--- src/rtl/lane_sync_pkg.sv ---
package lane_sync_pkg;
  typedef enum logic [1:0] {
    ST_CGS  = 2'd0,
    ST_ILAS = 2'd1,
    ST_DATA = 2'd2
  } tx_state_e;

  localparam logic [7:0] K_COMMA = 8'hBC;
  localparam logic [7:0] K_MF_START = 8'h1C;
  localparam logic [7:0] K_MF_END = 8'h7C;
  localparam logic [7:0] K_CFG_START = 8'h9C;
  localparam int unsigned ILAS_MFS = 4;
endpackage

--- src/rtl/link_sync_fsm.sv ---
module link_sync_fsm
  import lane_sync_pkg::*;
#(
  parameter int unsigned FRAME_OCTETS  = 4,
  parameter int unsigned FRAMES_PER_MF = 4,
  parameter int unsigned SYNC_W        = 2,
  localparam int unsigned MF_OCTETS = FRAME_OCTETS * FRAMES_PER_MF,
  localparam int unsigned PW = $clog2(MF_OCTETS),
  localparam int unsigned LW = $clog2(FRAME_OCTETS + 1)
) (
  input  logic              clk_i,
  input  logic              rst_ni,
  input  logic [SYNC_W-1:0] sync_n_i,
  input  logic              frame_bnd_i,
  input  logic              mf_bnd_i,
  input  logic [1:0]        subclass_i,
  input  logic              ilas_en_i,
  output tx_state_e         state_o,
  output logic [PW-1:0]     pos_o,
  output logic [1:0]        mfc_o
);
  tx_state_e     st_q;
  logic [PW-1:0] pos_q;
  logic [1:0]    mfc_q;
  logic [LW-1:0] lo_q;

  logic all_rel, rel_hit, resync, pos_last;

  assign all_rel  = &sync_n_i;
  assign rel_hit  = all_rel && ((subclass_i == 2'd0) ? frame_bnd_i : mf_bnd_i);
  assign resync   = !all_rel && (lo_q == LW'(FRAME_OCTETS - 1));
  assign pos_last = (pos_q == PW'(MF_OCTETS - 1));

  always_ff @(posedge clk_i or negedge rst_ni) begin
    if (!rst_ni) begin
      st_q  <= ST_CGS;
      pos_q <= '0;
      mfc_q <= '0;
      lo_q  <= '0;
    end else begin
      lo_q <= (st_q != ST_CGS && !all_rel) ? lo_q + 1'b1 : '0;
      unique case (st_q)
        ST_CGS: begin
          if (rel_hit) begin
            st_q  <= ilas_en_i ? ST_ILAS : ST_DATA;
            pos_q <= '0;
            mfc_q <= '0;
          end
        end
        ST_ILAS: begin
          if (resync) begin
            st_q <= ST_CGS;
          end else if (pos_last) begin
            pos_q <= '0;
            mfc_q <= mfc_q + 1'b1;
            if (mfc_q == 2'(ILAS_MFS - 1)) st_q <= ST_DATA;
          end else begin
            pos_q <= pos_q + 1'b1;
          end
        end
        ST_DATA: if (resync) st_q <= ST_CGS;
        default: st_q <= ST_CGS;
      endcase
    end
  end

  assign state_o = st_q;
  assign pos_o   = pos_q;
  assign mfc_o   = mfc_q;


  hold_comma_chk: assert property (@(posedge clk_i) disable iff (!rst_ni)
    (st_q == ST_CGS && !all_rel) |=> (st_q == ST_CGS));

  sc0_frame_only_chk: assert property (@(posedge clk_i) disable iff (!rst_ni)
    (st_q == ST_CGS && subclass_i == 2'd0 && !frame_bnd_i) |=> (st_q == ST_CGS));

  sc12_mf_only_chk: assert property (@(posedge clk_i) disable iff (!rst_ni)
    (st_q == ST_CGS && subclass_i != 2'd0 && !mf_bnd_i) |=> (st_q == ST_CGS));

  ilas_full_len_chk: assert property (@(posedge clk_i) disable iff (!rst_ni)
    (st_q == ST_ILAS && !(pos_last && mfc_q == 2'(ILAS_MFS - 1))) |=> (st_q != ST_DATA));

  no_early_resync_chk: assert property (@(posedge clk_i) disable iff (!rst_ni)
    (st_q != ST_CGS && all_rel) |=> (st_q != ST_CGS));
endmodule

--- src/rtl/ilas_char.sv ---
module ilas_char
  import lane_sync_pkg::*;
#(
  parameter int unsigned LANES         = 2,
  parameter int unsigned FRAME_OCTETS  = 4,
  parameter int unsigned FRAMES_PER_MF = 4,
  parameter int unsigned LANE_IDX      = 0,
  localparam int unsigned MF_OCTETS = FRAME_OCTETS * FRAMES_PER_MF,
  localparam int unsigned PW = $clog2(MF_OCTETS)
) (
  input  logic [PW-1:0] pos_i,
  input  logic [1:0]    mfc_i,
  output logic [7:0]    char_o,
  output logic          is_k_o
);
  always_comb begin
    char_o = 8'(pos_i);
    is_k_o = 1'b0;
    if (pos_i == PW'(MF_OCTETS - 1)) begin
      char_o = K_MF_END;
      is_k_o = 1'b1;
    end else if (pos_i == '0) begin
      char_o = K_MF_START;
      is_k_o = 1'b1;
    end else if (mfc_i == 2'd1) begin
      unique case (pos_i)
        PW'(1): begin char_o = K_CFG_START; is_k_o = 1'b1; end
        PW'(2): char_o = 8'(LANES - 1);
        PW'(3): char_o = 8'(FRAME_OCTETS - 1);
        PW'(4): char_o = 8'(FRAMES_PER_MF - 1);
        PW'(5): char_o = 8'(LANE_IDX);
        default: ;
      endcase
    end
  end
endmodule

--- src/rtl/lane_sync_tx.sv ---
module lane_sync_tx
  import lane_sync_pkg::*;
#(
  parameter int unsigned LANES         = 2,
  parameter int unsigned SYNC_W        = 2,
  parameter int unsigned FRAME_OCTETS  = 4,
  parameter int unsigned FRAMES_PER_MF = 4
) (
  input  logic                clk_i,
  input  logic                rst_ni,
  input  logic [SYNC_W-1:0]   sync_n_i,
  input  logic                frame_bnd_i,
  input  logic                mf_bnd_i,
  input  logic [1:0]          subclass_i,
  input  logic                ilas_en_i,
  input  logic [LANES*8-1:0]  data_i,
  output logic [LANES*8-1:0]  char_o,
  output logic [LANES-1:0]    ctrl_o,
  output logic [1:0]          state_o
);
  localparam int unsigned MF_OCTETS = FRAME_OCTETS * FRAMES_PER_MF;
  localparam int unsigned PW = $clog2(MF_OCTETS);

  tx_state_e          st;
  logic [PW-1:0]      pos;
  logic [1:0]         mfc;
  logic [LANES*8-1:0] data_q;

  link_sync_fsm #(
    .FRAME_OCTETS (FRAME_OCTETS),
    .FRAMES_PER_MF(FRAMES_PER_MF),
    .SYNC_W       (SYNC_W)
  ) u_fsm (
    .clk_i      (clk_i),
    .rst_ni     (rst_ni),
    .sync_n_i   (sync_n_i),
    .frame_bnd_i(frame_bnd_i),
    .mf_bnd_i   (mf_bnd_i),
    .subclass_i (subclass_i),
    .ilas_en_i  (ilas_en_i),
    .state_o    (st),
    .pos_o      (pos),
    .mfc_o      (mfc)
  );

  always_ff @(posedge clk_i or negedge rst_ni) begin
    if (!rst_ni) data_q <= '0;
    else         data_q <= data_i;
  end

  for (genvar l = 0; l < LANES; l++) begin : g_lane
    logic [7:0] ilas_c;
    logic       ilas_k;

    ilas_char #(
      .LANES        (LANES),
      .FRAME_OCTETS (FRAME_OCTETS),
      .FRAMES_PER_MF(FRAMES_PER_MF),
      .LANE_IDX     (l)
    ) u_ilas (
      .pos_i (pos),
      .mfc_i (mfc),
      .char_o(ilas_c),
      .is_k_o(ilas_k)
    );

    always_comb begin
      unique case (st)
        ST_ILAS: begin char_o[l*8 +: 8] = ilas_c; ctrl_o[l] = ilas_k; end
        ST_DATA: begin char_o[l*8 +: 8] = data_q[l*8 +: 8]; ctrl_o[l] = 1'b0; end
        default: begin char_o[l*8 +: 8] = K_COMMA; ctrl_o[l] = 1'b1; end
      endcase
    end
  end

  assign state_o = st;
endmodule

--- config.mk ---
export PLATFORM = sky130hd
export DESIGN_NAME = lane_sync_tx
export DESIGN_NICKNAME = d
export VERILOG_FILES = /design/src/rtl/lane_sync_pkg.sv /design/src/rtl/link_sync_fsm.sv /design/src/rtl/ilas_char.sv /design/src/rtl/lane_sync_tx.sv
export SDC_FILE = /design/constraint.sdc
export NUM_CORES = 1
export LEC_CHECK = 0
export BUFFER_PORTS_ARGS = -buffer_cell sky130_fd_sc_hd__buf_2
export CORE_MARGIN = 4
export CORE_UTILIZATION = 46
export CTS_CLUSTER_SIZE = 12
export DETAILED_ROUTE_END_ITERATION = 16
export GPL_TIMING_DRIVEN = 1
export PLACE_DENSITY = 0.86
export SKIP_LAST_GASP = 1
export SLEW_MARGIN = 20
export SYNTH_ARGS = -nofsm -noshare
export SYNTH_HDL_FRONTEND = slang
export SYNTH_SLANG_ARGS = --single-unit
--- constraint.sdc ---
create_clock -name clk_i -period 1.8 [get_ports clk_i]
set_clock_uncertainty 0.05 [all_clocks]
set_input_delay 0 -clock clk_i [delete_from_list [all_inputs] [get_ports clk_i]]
set_output_delay 0 -clock clk_i [all_outputs]
set_load 0.05 [all_outputs]
==> impl_metrics.env <==
export IMPL_cap_violations=0
export IMPL_critPathMaxFanout=4
export IMPL_dp_hpwl_um=2680
export IMPL_reg2reg_setup_slack_ns=-0.15
export IMPL_synth_nets=195
export IMPL_worst_setup_path_type="flop to output port"
export IMPL_remaining_drc_errors=0
export IMPL_crit_arrival_ns=2.24
export IMPL_nets=297
export IMPL_vdd_drop_max_mv=1.67
export IMPL_pre_cts_slack_ns=-0.169
export IMPL_nFillCells=125
export IMPL_final_common_cell="buf_4"
export IMPL_synth_top_family_by_area="simple AND/OR/NAND/NOR gates"
export IMPL_internal_power_w=0.00254
export IMPL_seq_area_sq_um=681
export IMPL_max_freq_mhz=437
export IMPL_start_kind="flop"
export IMPL_met2_usage_pct=50.6
export IMPL_port_buffers=44
export IMPL_core_area_sq_um=3100
export IMPL_drtIter0Drc=280
export IMPL_seqPwrFrac_pct=14.3
export IMPL_ys_ff_latch=27
export IMPL_area_growth_pct=84.8
export IMPL_multi_input_comb_area_sq_um=1090
export IMPL_hold_viol=0
export IMPL_post_route_period_util_pct=127
export IMPL_synth_compound_area_share_pct=17.7
export IMPL_cts_htree_levels=1
export IMPL_r2r_end="u_fsm.state_o[1]$_DFFE_PN0P_"
export IMPL_r2r_start="u_fsm.pos_o[0]$_DFFE_PN0P_"
export IMPL_cp_startpoint="u_fsm.pos_o[0]$_DFFE_PN0P_"
export IMPL_status="complete, but fails checks"
export IMPL_drv_slew=0
export IMPL_min_period_ns=2.29
export IMPL_synth_edf_count=0
export IMPL_overflow=0
export IMPL_use_met1_pct=35.1
export IMPL_clock_sinks=27
export IMPL_synthCells=159
export IMPL_cts_tree="yes"
export IMPL_drt_wirelength_per_cell_um=26.7
export IMPL_start_util_pct=49.0
export IMPL_numCtsBuffers=3
export IMPL_fin_cells=304
export IMPL_ys_warn_count=0
export IMPL_routed_wl_um=8110
export IMPL_gr_max_usage_layer="met2"
export IMPL_post_route_util_pct=90.5
export IMPL_die_x_um=65.5
export IMPL_slew_headroom_pct=59.9
export IMPL_synth_largest_area_cell="dfrtp_1"
export IMPL_synth_cell_type_count=42
export IMPL_switchingPower_w=0.00305
export IMPL_synth_simple_area_share_pct=19.9
export IMPL_synth_top_cells_by_area="dfrtp_1 44%, ha_1 9.1%, nand2_1 5.2%, nand3_1 4.0%, mux2i_1 2.6%"
export IMPL_drive_above_1_share_pct=54.2
export IMPL_die_height_um=65.5
export IMPL_power_frac_comb_pct=80.3
export IMPL_grt_max_degree=28
export IMPL_crit_path_end="char_o[1]"
export IMPL_vias_per_cell=6.43
export IMPL_synth_ff_type="dfrtp_1"
export IMPL_syn_avg_cell_area_sq_um=9.55
export IMPL_power_w=0.00559
export IMPL_cts_buffer_depth=2
export IMPL_vias=1954
export IMPL_grtUsageMet3_pct=7.01
export IMPL_placed_cells=264
export IMPL_synth_top_cell_area_share_pct=44.5
export IMPL_fin_ws_ns=-0.489
export IMPL_violations="setup timing"
export IMPL_tightest_slew_ns=0.601
export IMPL_cp_required_ns=1.75
export IMPL_ys_seq_area_share_pct=44.5
export IMPL_insertedDiodeCount=0
export IMPL_end_kind="output port"
export IMPL_p_leak_nw=1.23
export IMPL_fp_row_count=20
export IMPL_dr_pass1_iters=5
export IMPL_grt_usage_pct=30.0
export IMPL_p_per_area_nw_per_um2=1990
export IMPL_drtAntennaViolNets=0
export IMPL_power_frac_clock_pct=5.4
export IMPL_gp_congestion=0.888
export IMPL_pin_count=45
export IMPL_synth_xor_area_share_pct=0
export IMPL_rr_worst_depth=6
export IMPL_setup_violations=21
export IMPL_synthAdderAreaFrac_pct=9.06
export IMPL_async_reset_ff_share_pct=100
export IMPL_antenna_found_initial=0
export IMPL_rsz0062_at_grt="yes"
export IMPL_swShare_pct=54.5
export IMPL_synthMuxAreaShare_pct=3.38
export IMPL_final_cell_mix="32 x buf_4, 27 x buf_2, 23 x dfrtp_1"
export IMPL_clk_latency_ns=0.37
export IMPL_die_area_sq_um=4290
export IMPL_cts_root_buf="clkbuf_4"
export IMPL_first_global_vias=1907
export IMPL_synth_area_sq_um=1520
export IMPL_worstHoldPathType="input port to flop"
export IMPL_cts_clk_slew_worst_paths_ns=0.18
export IMPL_grt_pass1_wl_um=9530
-- timing repair --
action,CTS,global route
hold endpoints to repair,46,0
gates cloned,1,0
resized for setup,68,41
pin swaps,5,15
hold buffers,20,0
buffers inserted,7,10
endpoints found under the setup margin,20,26
-- power by group through the flow --
stage / Clock, W / Combinational (W) / Sequential (W)
2_1_floorplan: 0 / 0.00207 / 0.000834
3_3_place_gp: 0 / 0.00288 / 0.000765
3_5_place_dp: 0 / 0.00291 / 0.000769
4_1_cts: 0.000276 / 0.00363 / 0.000766
5_1_grt: 0.000318 / 0.00461 / 0.000806
6_report: 0.000304 / 0.00449 / 0.000798
-- metal layers --
layer	up-vias	wire, um
met5	-	0
met4	0	743
met2	204	3640
met1	906	2820
met3	79	909
li1	765	-
-- Yosys cell counts, drive strengths merged (3+ instances only) --
master / n
buf: 3
o31ai: 3
dfrtp: 27
o21ai: 10
a21oi: 4
mux2i: 4
ha: 11
nor2: 5
a21o: 3
clkbuf: 6
nor3: 4
nand2: 21
nand3: 12
inv: 10
a21boi: 6
nor3b: 3
-- how the worst min path moves through the flow --
| stage | from | end | slack, ns | cells after the start |
|---|---|---|---|---|
| 6_report | subclass_i[0] | u_fsm.state_o[0]$_DFFE_PN0P_ | 0.07 | 4 |
| 5_1_grt | subclass_i[0] | u_fsm.state_o[0]$_DFFE_PN0P_ | 0.08 | 4 |
| 3_3_place_gp | rst_ni | u_fsm.pos_o[0]$_DFFE_PN0P_ | -0.003 | 1 |
| 3_5_place_dp | rst_ni | u_fsm.lo_q[0]$_DFF_PN0_ | -0.01 | 1 |
| 4_1_cts | subclass_i[0] | u_fsm.state_o[0]$_DFFE_PN0P_ | 0.07 | 4 |
| 2_1_floorplan | rst_ni | data_q[0]$_DFF_PN0_ | -0.35 | 0 |
-- per-stage QoR --
stage	hold WS [ns]	setup TNS, ns	area (sq um)
after global routing	0.0798	-6.51	2810
after detailed placement	-0.00950	-0.516	2020
after global placement	-0.00261	-0.257	2020
after CTS	0.0650	-2.86	2540
after floorplan	-0.346	-0.00278	1590
final	0.0654	-5.85	2810
-- area by class of cell --
cell class | instances | area share [%]
Tap cell | 44 | 1.96
Clock buffer | 3 | 0.802
Clock inverter | 1 | 0.267
Sequential cell | 27 | 24.2
Timing Repair Buffer | 106 | 32.3
Multi-Input combinational cell | 113 | 38.8
Inverter | 10 | 1.60
-- kinds of logic after synthesis --
kind of cell    Yosys count
mux                       5
buf+inv                  19
flops                    27
fa+ha+maj                11
compound gates           38
simple gates             59
-- state kept, by name, indices dropped and copies added, names as in the netlist --
name	cells
data_q	16
u_fsm.pos_o	4
u_fsm.lo_q	3
u_fsm.mfc_o	2
u_fsm.state_o	2
-- worst max-delay path, stage by stage (launching register included) --
cell and delay, ns:
dfrtp_2 0.50, inv_4 0.10, ha_1 0.19, nor3_2 0.07, o31ai_2 0.34, mux2i_2 0.28, buf_4 0.18, o21ai_4 0.06
buf_8 0.16
No activity file was read; power rests on OpenSTA's default activity.
